File: src/rtl/mdu_pkg.sv
package mdu_pkg;

    localparam int FIELD_W = 6;

    localparam logic [FIELD_W-1:0] MAJ_BASE  = 6'h00;
    localparam logic [FIELD_W-1:0] MAJ_ACCUM = 6'h1C;

    localparam logic [FIELD_W-1:0] FN_RD_HI  = 6'h10;
    localparam logic [FIELD_W-1:0] FN_WR_HI  = 6'h11;
    localparam logic [FIELD_W-1:0] FN_RD_LO  = 6'h12;
    localparam logic [FIELD_W-1:0] FN_WR_LO  = 6'h13;
    localparam logic [FIELD_W-1:0] FN_MUL_S  = 6'h18;
    localparam logic [FIELD_W-1:0] FN_MUL_U  = 6'h19;
    localparam logic [FIELD_W-1:0] FN_ADD_S  = 6'h00;
    localparam logic [FIELD_W-1:0] FN_ADD_U  = 6'h01;
    localparam logic [FIELD_W-1:0] FN_SUB_S  = 6'h04;
    localparam logic [FIELD_W-1:0] FN_SUB_U  = 6'h05;

    typedef enum logic [2:0] {
        K_NONE,
        K_MUL,
        K_MADD,
        K_MSUB,
        K_RDHI,
        K_RDLO,
        K_WRHI,
        K_WRLO
    } kind_t;

    typedef enum logic [1:0] {
        ST_IDLE,
        ST_STEP,
        ST_SIGN,
        ST_ACC
    } state_t;

    typedef enum logic [1:0] {
        WB_SET,
        WB_ADD,
        WB_SUB
    } wb_mode_t;

    typedef struct packed {
        kind_t kind;
        logic  sgn;
    } dec_t;

endpackage

File: src/rtl/mdu_decode.sv
module mdu_decode
    import mdu_pkg::*;
(
    input  logic [FIELD_W-1:0] major,
    input  logic [FIELD_W-1:0] func,
    output dec_t               dec
);

    always_comb begin
        dec.kind = K_NONE;
        dec.sgn  = 1'b0;
        if (major == MAJ_BASE) begin
            case (func)
                FN_MUL_S: begin dec.kind = K_MUL;  dec.sgn = 1'b1; end
                FN_MUL_U: begin dec.kind = K_MUL;  dec.sgn = 1'b0; end
                FN_RD_HI: dec.kind = K_RDHI;
                FN_RD_LO: dec.kind = K_RDLO;
                FN_WR_HI: dec.kind = K_WRHI;
                FN_WR_LO: dec.kind = K_WRLO;
                default:  dec.kind = K_NONE;
            endcase
        end else if (major == MAJ_ACCUM) begin
            case (func)
                FN_ADD_S: begin dec.kind = K_MADD; dec.sgn = 1'b1; end
                FN_ADD_U: begin dec.kind = K_MADD; dec.sgn = 1'b0; end
                FN_SUB_S: begin dec.kind = K_MSUB; dec.sgn = 1'b1; end
                FN_SUB_U: begin dec.kind = K_MSUB; dec.sgn = 1'b0; end
                default:  dec.kind = K_NONE;
            endcase
        end
    end

endmodule

File: src/rtl/mdu_shift_core.sv
// Unsigned shift-and-add engine on operand magnitudes.
// One multiplier bit is retired per step.
module mdu_shift_core #(
    parameter int W = 32
) (
    input  logic           clk,
    input  logic           rst_n,
    input  logic           load,
    input  logic           step,
    input  logic           sgn,
    input  logic [W-1:0]   op_a,
    input  logic [W-1:0]   op_b,
    output logic [2*W-1:0] mag_prod,
    output logic           neg
);

    localparam int PW = 2 * W;

    logic [1:0][W-1:0] ops;
    logic [1:0][W-1:0] mags;

    assign ops[0] = op_a;
    assign ops[1] = op_b;

    // Magnitude of each operand; negation applies only to signed requests.
    generate
        for (genvar g = 0; g < 2; g++) begin : g_mag
            assign mags[g] = (sgn && ops[g][W-1]) ? (~ops[g] + 1'b1) : ops[g];
        end
    endgenerate

    logic [W-1:0]  mcand_q;
    logic [PW-1:0] acc_q;
    logic          neg_q;
    logic [W:0]    upper_sum;

    assign upper_sum = {1'b0, acc_q[PW-1:W]} + {1'b0, mcand_q};

    always_ff @(posedge clk) begin
        if (!rst_n) begin
            mcand_q <= '0;
            acc_q   <= '0;
            neg_q   <= 1'b0;
        end else if (load) begin
            mcand_q <= mags[0];
            acc_q   <= {{W{1'b0}}, mags[1]};
            neg_q   <= sgn & (op_a[W-1] ^ op_b[W-1]);
        end else if (step) begin
            if (acc_q[0]) begin
                acc_q <= {upper_sum, acc_q[W-1:1]};
            end else begin
                acc_q <= {1'b0, acc_q[PW-1:1]};
            end
        end
    end

    assign mag_prod = acc_q;
    assign neg      = neg_q;

endmodule

File: src/rtl/mdu_hilo.sv
module mdu_hilo
    import mdu_pkg::*;
#(
    parameter int W = 32
) (
    input  logic           clk,
    input  logic           rst_n,
    input  logic           wr_hi,
    input  logic           wr_lo,
    input  logic [W-1:0]   wr_data,
    input  logic           wr_pair,
    input  wb_mode_t       mode,
    input  logic [2*W-1:0] prod,
    output logic [W-1:0]   hi,
    output logic [W-1:0]   lo
);

    localparam int PW = 2 * W;

    logic [W-1:0]  hi_q;
    logic [W-1:0]  lo_q;
    logic [PW-1:0] pair_now;
    logic [PW-1:0] pair_new;

    assign pair_now = {hi_q, lo_q};

    always_comb begin
        unique case (mode)
            WB_ADD:  pair_new = pair_now + prod;
            WB_SUB:  pair_new = pair_now - prod;
            default: pair_new = prod;
        endcase
    end

    always_ff @(posedge clk) begin
        if (!rst_n) begin
            hi_q <= '0;
            lo_q <= '0;
        end else if (wr_pair) begin
            hi_q <= pair_new[PW-1:W];
            lo_q <= pair_new[W-1:0];
        end else begin
            if (wr_hi) hi_q <= wr_data;
            if (wr_lo) lo_q <= wr_data;
        end
    end

    assign hi = hi_q;
    assign lo = lo_q;

endmodule

File: src/rtl/mdu_top.sv
module mdu_top
    import mdu_pkg::*;
#(
    parameter int DATA_W = 32
) (
    input  logic               clk,
    input  logic               rst_n,
    input  logic               in_valid,
    output logic               in_ready,
    input  logic [FIELD_W-1:0] in_major,
    input  logic [FIELD_W-1:0] in_func,
    input  logic [DATA_W-1:0]  in_a,
    input  logic [DATA_W-1:0]  in_b,
    output logic               busy,
    output logic               rd_valid,
    output logic [DATA_W-1:0]  rd_data
);

    localparam int PROD_W = 2 * DATA_W;
    localparam int CNT_W  = $clog2(DATA_W);
    localparam logic [CNT_W-1:0] LAST_STEP = CNT_W'(DATA_W - 1);

    dec_t               dec;
    state_t             state_q;
    state_t             state_d;
    logic [CNT_W-1:0]   step_q;
    kind_t              kind_q;
    logic [PROD_W-1:0]  fix_q;
    logic [PROD_W-1:0]  mag_prod;
    logic               prod_neg;
    logic [DATA_W-1:0]  hi_w;
    logic [DATA_W-1:0]  lo_w;
    logic               accept;
    logic               is_arith;
    logic               is_read;
    logic               core_load;
    logic               core_step;
    logic               wr_hi;
    logic               wr_lo;
    logic               wr_pair;
    wb_mode_t           wb_mode;

    mdu_decode u_dec (
        .major (in_major),
        .func  (in_func),
        .dec   (dec)
    );

    mdu_shift_core #(.W(DATA_W)) u_core (
        .clk      (clk),
        .rst_n    (rst_n),
        .load     (core_load),
        .step     (core_step),
        .sgn      (dec.sgn),
        .op_a     (in_a),
        .op_b     (in_b),
        .mag_prod (mag_prod),
        .neg      (prod_neg)
    );

    mdu_hilo #(.W(DATA_W)) u_hilo (
        .clk     (clk),
        .rst_n   (rst_n),
        .wr_hi   (wr_hi),
        .wr_lo   (wr_lo),
        .wr_data (in_a),
        .wr_pair (wr_pair),
        .mode    (wb_mode),
        .prod    (fix_q),
        .hi      (hi_w),
        .lo      (lo_w)
    );

    assign accept   = in_valid && in_ready;
    assign is_arith = (dec.kind == K_MUL) || (dec.kind == K_MADD) || (dec.kind == K_MSUB);
    assign is_read  = (dec.kind == K_RDHI) || (dec.kind == K_RDLO);

    // Next-state logic
    always_comb begin
        state_d = state_q;
        unique case (state_q)
            ST_IDLE: if (accept && is_arith) state_d = ST_STEP;
            ST_STEP: if (step_q == LAST_STEP) state_d = ST_SIGN;
            ST_SIGN: state_d = ST_ACC;
            ST_ACC:  state_d = ST_IDLE;
            default: state_d = ST_IDLE;
        endcase
    end

    // State register
    always_ff @(posedge clk) begin
        if (!rst_n) state_q <= ST_IDLE;
        else        state_q <= state_d;
    end

    // Outputs and control strobes
    always_comb begin
        in_ready  = 1'b0;
        busy      = 1'b1;
        core_load = 1'b0;
        core_step = 1'b0;
        wr_hi     = 1'b0;
        wr_lo     = 1'b0;
        wr_pair   = 1'b0;
        unique case (state_q)
            ST_IDLE: begin
                in_ready  = 1'b1;
                busy      = 1'b0;
                core_load = accept && is_arith;
                wr_hi     = accept && (dec.kind == K_WRHI);
                wr_lo     = accept && (dec.kind == K_WRLO);
            end
            ST_STEP: core_step = 1'b1;
            ST_SIGN: ;
            ST_ACC:  wr_pair = 1'b1;
            default: ;
        endcase
    end

    always_comb begin
        unique case (kind_q)
            K_MADD:  wb_mode = WB_ADD;
            K_MSUB:  wb_mode = WB_SUB;
            default: wb_mode = WB_SET;
        endcase
    end

    // Datapath registers
    always_ff @(posedge clk) begin
        if (!rst_n) begin
            step_q   <= '0;
            kind_q   <= K_NONE;
            fix_q    <= '0;
            rd_valid <= 1'b0;
            rd_data  <= '0;
        end else begin
            rd_valid <= accept && is_read;
            if (accept && is_read) begin
                rd_data <= (dec.kind == K_RDHI) ? hi_w : lo_w;
            end
            if (core_load) begin
                step_q <= '0;
                kind_q <= dec.kind;
            end else if (core_step) begin
                step_q <= step_q + 1'b1;
            end
            if (state_q == ST_SIGN) begin
                fix_q <= prod_neg ? (~mag_prod + 1'b1) : mag_prod;
            end
        end
    end

endmodule

File: config.mk
export PLATFORM = sky130hd
export DESIGN_NAME = mdu_top
export DESIGN_NICKNAME = d
export VERILOG_FILES = /design/src/rtl/mdu_pkg.sv /design/src/rtl/mdu_decode.sv /design/src/rtl/mdu_shift_core.sv /design/src/rtl/mdu_hilo.sv /design/src/rtl/mdu_top.sv
export SDC_FILE = /design/constraint.sdc
export NUM_CORES = 1
export LEC_CHECK = 0
export CAP_MARGIN = 20
export CORE_MARGIN = 2
export CORE_UTILIZATION = 62
export CTS_CLUSTER_SIZE = 12
export DETAILED_ROUTE_END_ITERATION = 12
export GPL_TIMING_DRIVEN = 0
export PLACE_DENSITY = 0.82
export SYNTH_ARGS = -nofsm -noshare
export SYNTH_HDL_FRONTEND = slang
export SYNTH_SLANG_ARGS = --single-unit
export TNS_END_PERCENT = 30
File: constraint.sdc
create_clock -name clk -period 6.5 [get_ports clk]
set_input_delay 0.65 -clock clk [delete_from_list [all_inputs] [get_ports clk]]
set_output_delay 0.65 -clock clk [all_outputs]
set_load 0.01 [all_outputs]
# Yosys cells after proc, flatten, opt, wreduce, memory -nomap -nowiden
# Index checks and enable logic that the tools add are counted.
# Widths: inputs -> output; s select.
# word_totals
word_cells	103
input_bits	79
out_inout_bits	35
ff_bits	268
# op_classes
bitwise_logic	6
eq_ne	27
muxes	29
n_addsub	7
n_reduce_logical	22
# op_table
cell	n
$mux 32	9
$mux 64	2
$pmux 64 s2	1
$add 32x1->32 const B	2
$add 64x1->64 const B	1
$add 64x64->64	1
$not 32->32	2
$not 64->64	1
$sub 64x64->64	1
$eq 6x5->1 const B	7
$add 32x32->33	1
$pmux 3 s5	1
$eq 3x2->1 const B	4
$eq 3x3->1 const B	4
$eq 6x3->1 const B	2
$logic_not 6->1	2
$reduce_or 2->1	5
$mux 1	9
$mux 4	2
$pmux 2 s2	2
$pmux 2 s4	1
$logic_and 1x1->1	7
$eq 2x2->1 const B	3
$eq 6x1->1 const B	1
other kinds (13)	20

# Depth between registers and ports, before layout
# logic_depth
depth_word	11
mapped_depth	25
depth_no_buf	24

# Cells and area by module
# Synthesis repeated with hierarchy kept, for this count alone.
# unflattened
cells_unflattened	2838
area_unflattened_um2	21762.1
# modules_own_cells
mod	cells_per_inst	seq_area_each_um2	n_inst	area_per_inst_um2
mdu_hilo	1243	1281.2	1	8892.3
mdu_shift_core	903	1941.9	1	7079.3
mdu_top	675	2142.1	1	5669.2
mdu_decode	17	0.0	1	121.4

# Worst setup path before layout
# Ideal clock, no wire load.
# synth_timing
path_kind	flip-flop to flip-flop
startpoint	register fix_q[23]
endpoint	register u_hilo.hi_q[28], in the netlist u_hilo.hi[28]
setup_ns	0.120
slack_ns	1.640
path_stages_with_launch	19
synth_period_minus_slack_ns	4.860
arrival_time_ns	4.740
t_required_ns	6.380
cell_sequence	dfxtp_1 or4_1 nor4_1 nand2_1 or4_1 or2_2 nor3_1 a31oi_1 xnor2_1 ha_1 clkbuf_1 a21oi_1 o21bai_1 a21oi_1 a211oi_1 or3_1 or4_1 nand3_1 a21oi_1
# synth_via
elab_chain_cells	3
word_cells_on_any_way	4
classes_between	2 x add/sub; 2 x mux
# synth_rtl
item	line_no	text
start: declaration	mdu_top.sv:28	logic [PROD_W-1:0] fix_q;
start signal: assignment	mdu_top.sv:148	fix_q <= prod_neg ? (~mag_prod + 1'b1) : mag_prod;
$sub 64x64->64 or $add 64x64->64 (tied branches)	mdu_hilo.sv:30, mdu_hilo.sv:29	
$pmux 64 s2 *	mdu_hilo.sv:28	unique case (mode)
$mux 32 *	mdu_hilo.sv:39	end else if (wr_pair) begin
end signal: assignment	mdu_hilo.sv:40	hi_q <= pair_new[PW-1:W];
end signal: assignment	mdu_hilo.sv:43	if (wr_hi) hi_q <= wr_data;
end: declaration	mdu_hilo.sv:20	logic [W-1:0] hi_q;
# Mark *: on every way between the ends. The rest lies on a longest branch, timed or not.
# A chain may end at the register's enable or synchronous reset.

# Worst setup path after layout
# layout_timing
startpoint	register fix_q[0]
endpoint	register u_hilo.hi_q[31], in the netlist u_hilo.hi[31]
# Same word-level chain as after synthesis.

==> summary.md <==
| Metric | Value |
|---|---|
| EDFF count, synth | `0` |
| CTS Hold Bufs | `0` |
| Clock root cell | `clkbuf_16` |
| CP Buf/Inv Count | `2` |
| Adder-cell share of the synthesized area | `6.59%` |
| Post-synthesis simple-gate area fraction | `22.5%` |
| Maximum vdd drop | `0.454 mV` |
| DRT iter0 DRCs | `2,988` |
| Initial antenna violation count | `1` |
| First-pass GRT wire length | `121 mm` |
| Most common cell after layout, fill and taps aside | `nor2_1` |
| Most frequent cells in the layout | `nor2_1, nand2_1, dfxtp_1, a21oi_1, clkbuf_1` |
| CP required | `7.02 ns` |
| Core area | `0.0328 mm2` |
| Min-delay worst type | `flip-flop to flip-flop` |
| Post-Syn Area per Cell | `7.33 um2` |
| NetSw | `6.46 mW` |
| Worst-case clock buffer depth | `3` |
| Residual DRC | `0` |
| CTS buffer count | `30` |
| DR vias | `22.8k` |
| Critical path depth in cells | `20` |
| Initial Util | `63.3%` |
| Max_cap viols | `0` |
| Worst setup EP type | `flip-flop` |
| Layout cell share with drive strength beyond 1 | `2.91%` |
| Worst hold stages | `2` |
| CP arrival | `6.94 ns` |
| Top cell type's share of synthesized area | `25.9%` |
| Mux cell area share after synthesis | `3.20%` |
| Clock Latency Late Sink | `0.60 ns` |
| Yosys top cell by area | `dfxtp_1` |
| Max Freq | `156 MHz` |
| Final min period | `6.42 ns` |
| Syn Inst Count | `2,829` |
| Internal power | `5.82 mW` |
| Clk pwr share | `14.0%` |
| Number of global-route vias before repair | `21.4k` |
| Critical path startpoint category | `flip-flop` |
| Clock transition at path regs | `0.06 ns` |
| H-tree levels | `1` |
| Per-cell routed wire length | `23.3 um` |
| Dpl hpwl | `63.1 mm` |
| Switching share of power | `52.6%` |
| Grt ovf | `0` |
| Cell area after synthesis | `0.0207 mm2` |
| Routability cong. | `1.10` |
| Ordered cell list for the critical path | `inv_1, ha_1, or4b_2, or3_1, nor2_1, and2_1, a21oi_1, xnor2_1, ha_1, nand2_1, nor3_1, inv_1, a2111oi_1, nor4b_1, o41ai_2, a21o_1, a21oi_1, o21ai_0, nor4bb_1, a211oi_1` |
| Worst-Margin Slew | `1.26 ns` |
| Synth Flop Type | `dfxtp_1` |
| Synth Area in Compound Gates | `26.1%` |
| Status | `complete, no violations` |
| Antenna-violating nets left | `0` |
| Area of the die | `0.0349 mm2` |
| # rows | `66` |
| Post-DR vias/cell | `6.64` |
| Asr flop ratio synth | `0%` |
| # setup viols final | `0` |
| Chip width | `187 um` |
| Largest net degree at the start of global routing | `18` |
| Final slew viol count | `0` |
| Pwr/cell area | `525 mW/mm2` |
| Largest family of logic cells by synthesized area | `compound AO/OA/AOI/OAI gates` |
| Post-synthesis cell type count | `69` |
| Total Wirelength | `79.9 mm` |
| CP max FO | `6` |
| Yosys reg bits | `268` |
| Comb power frac | `71.0%` |
| Clk sink count | `268` |
| Final Hold Vio Count | `0` |
| Final Util | `71.4%` |
| IO Port Bufs | `109` |
| P&R area growth vs syn | `12.8%` |
| Post-Synth XOR/XNOR Area | `11.1%` |
| Syn_nets | `3,016` |
| # nets final | `3,159` |
| Worst path top cell family by delay | `compound AO/OA/AOI/OAI gates` |
| Ranking of synthesized cells by area | `dfxtp_1, nor2_1, a21oi_1, ha_1, nand2_1` |
| Sequential power share | `15.0%` |
| YS warnings | `0` |
| Seq/Total Area, Yosys | `25.9%` |
| Slowest stage delay, CP | `0.71 ns` |
| Die Ht | `187 um` |
| Io pins | `114` |
| Leak | `8.99 nW` |
| Period utilization | `98.8%` |
| Hold_ws | `0.466 ns` |
| WS Path Type | `flip-flop to flip-flop` |
| GRT Util Overall | `43.9%` |
| Ant. Diodes | `0` |
| Post-route setup TNS | `0 ns` |
| CTS tree | `done` |
| Max-slew headroom | `15.9%` |
| Reg2Reg Depth | `20` |
| Worst Skew | `0.0530 ns` |
| Slowest stage cell, crit path | `a2111oi_1` |
| Drt pass-1 iters | `6` |
| RSZ-0062 raised after global routing | `no` |
[synth_stat cells, types with 19 or more instances]
cell type and n:
or4_1 23, o21bai_1 19, nor2b_1 27, mux2i_1 63
a21oi_1 265, o31ai_1 32, ha_1 106, clkbuf_1 175
or3_1 21, a31oi_1 25, nor4_1 27, nand4_1 30
a21o_1 59, xnor2_1 142, inv_1 57, and2_1 25
dfxtp_1 268, nor2_1 362, a311oi_1 38, nor3_1 52
nand3_1 38, nand2_1 348, a211oi_1 154, o21ai_0 150
xor2_1 122
[final cells by class]
type / instances / area [um2]
Sequential cell: 268 / 5370
Tap cell: 442 / 553
Multi-Input combinational cell: 2312 / 14400
Timing Repair Buffer: 111 / 1100
Buffer: 191 / 727
Clock inverter: 7 / 88.8
Fill cell: 2727 / 9390
Clock buffer: 45 / 897
Inverter: 58 / 219
[state kept, by name, indices dropped and copies added, names as in the netlist]
name             flops
fix_q               64
rd_valid             1
u_hilo.lo           32
u_core.mag_prod     64
state_q              2
u_core.neg           1
u_core.mcand_q      32
step_q               5
kind_q               3
rd_data             32
u_hilo.hi           32
[logic make-up after synthesis]
group / after synthesis
mux: 66
fa+ha+maj: 108
flops: 268
simple gates: 1030
xor+xnor: 264
buf+inv: 249
compound gates: 844
[routing by layer]
metal  vias up  track usage, %  part of all wire [%]
met4         0            25.1                   6.8
met1     10600            56.1                    39
li1      10400               -                     -
met3       322            9.68                    12
met2      1447            68.3                    42
met5         -               0                     0
[tightest hold or removal path: stages (launching register included)]
cell	delay, ns
dfxtp_1	0.32
nand2_1	0.05
a21oi_1	0.05
[worst paths after layout]
kind	startpoint	to	slack, ns
hold reg to reg	u_core.mcand_q[31]	u_core.mcand_q[31]	0.47
setup / recovery	fix_q[0]	u_hilo.hi[31]	0.08
setup reg to reg	fix_q[0]	u_hilo.hi[31]	0.08
hold / removal	u_core.mcand_q[31]	u_core.mcand_q[31]	0.47
[per-stage QoR]
| step | power, mW | setup slack, ns | area [um2] | instances |
|---|---|---|---|---|
| global placement | 10.0 | -0.0799 | 22400 | 3380 |
| floorplan | 7.58 | 1.64 | 20700 | 2829 |
| CTS | 11.9 | 0.171 | 23400 | 3434 |
| detailed placement | 10.1 | -0.130 | 22400 | 3382 |
| global route | 12.8 | 0.0361 | 23400 | 3434 |
| finish | 12.3 | 0.0759 | 23400 | 3434 |
[repair_timing]
| item | CTS | global route |
|---|---|---|
| hold endpoints to repair | 0 | 0 |
| gates resized for setup | 1 | 1 |
| setup buffers | 0 | 0 |
| setup endpoints to repair | 4 | 4 |
[power groups by stage]
stage,registers [mW],logic (mW),clock network [mW]
2_1_floorplan,1.82,5.76,0
3_5_place_dp,1.87,8.22,0
5_1_grt,1.85,9.16,1.77
3_3_place_gp,1.86,8.17,0
4_1_cts,1.83,8.34,1.70
6_report,1.84,8.72,1.72
(Power assumes the default switching activity.)
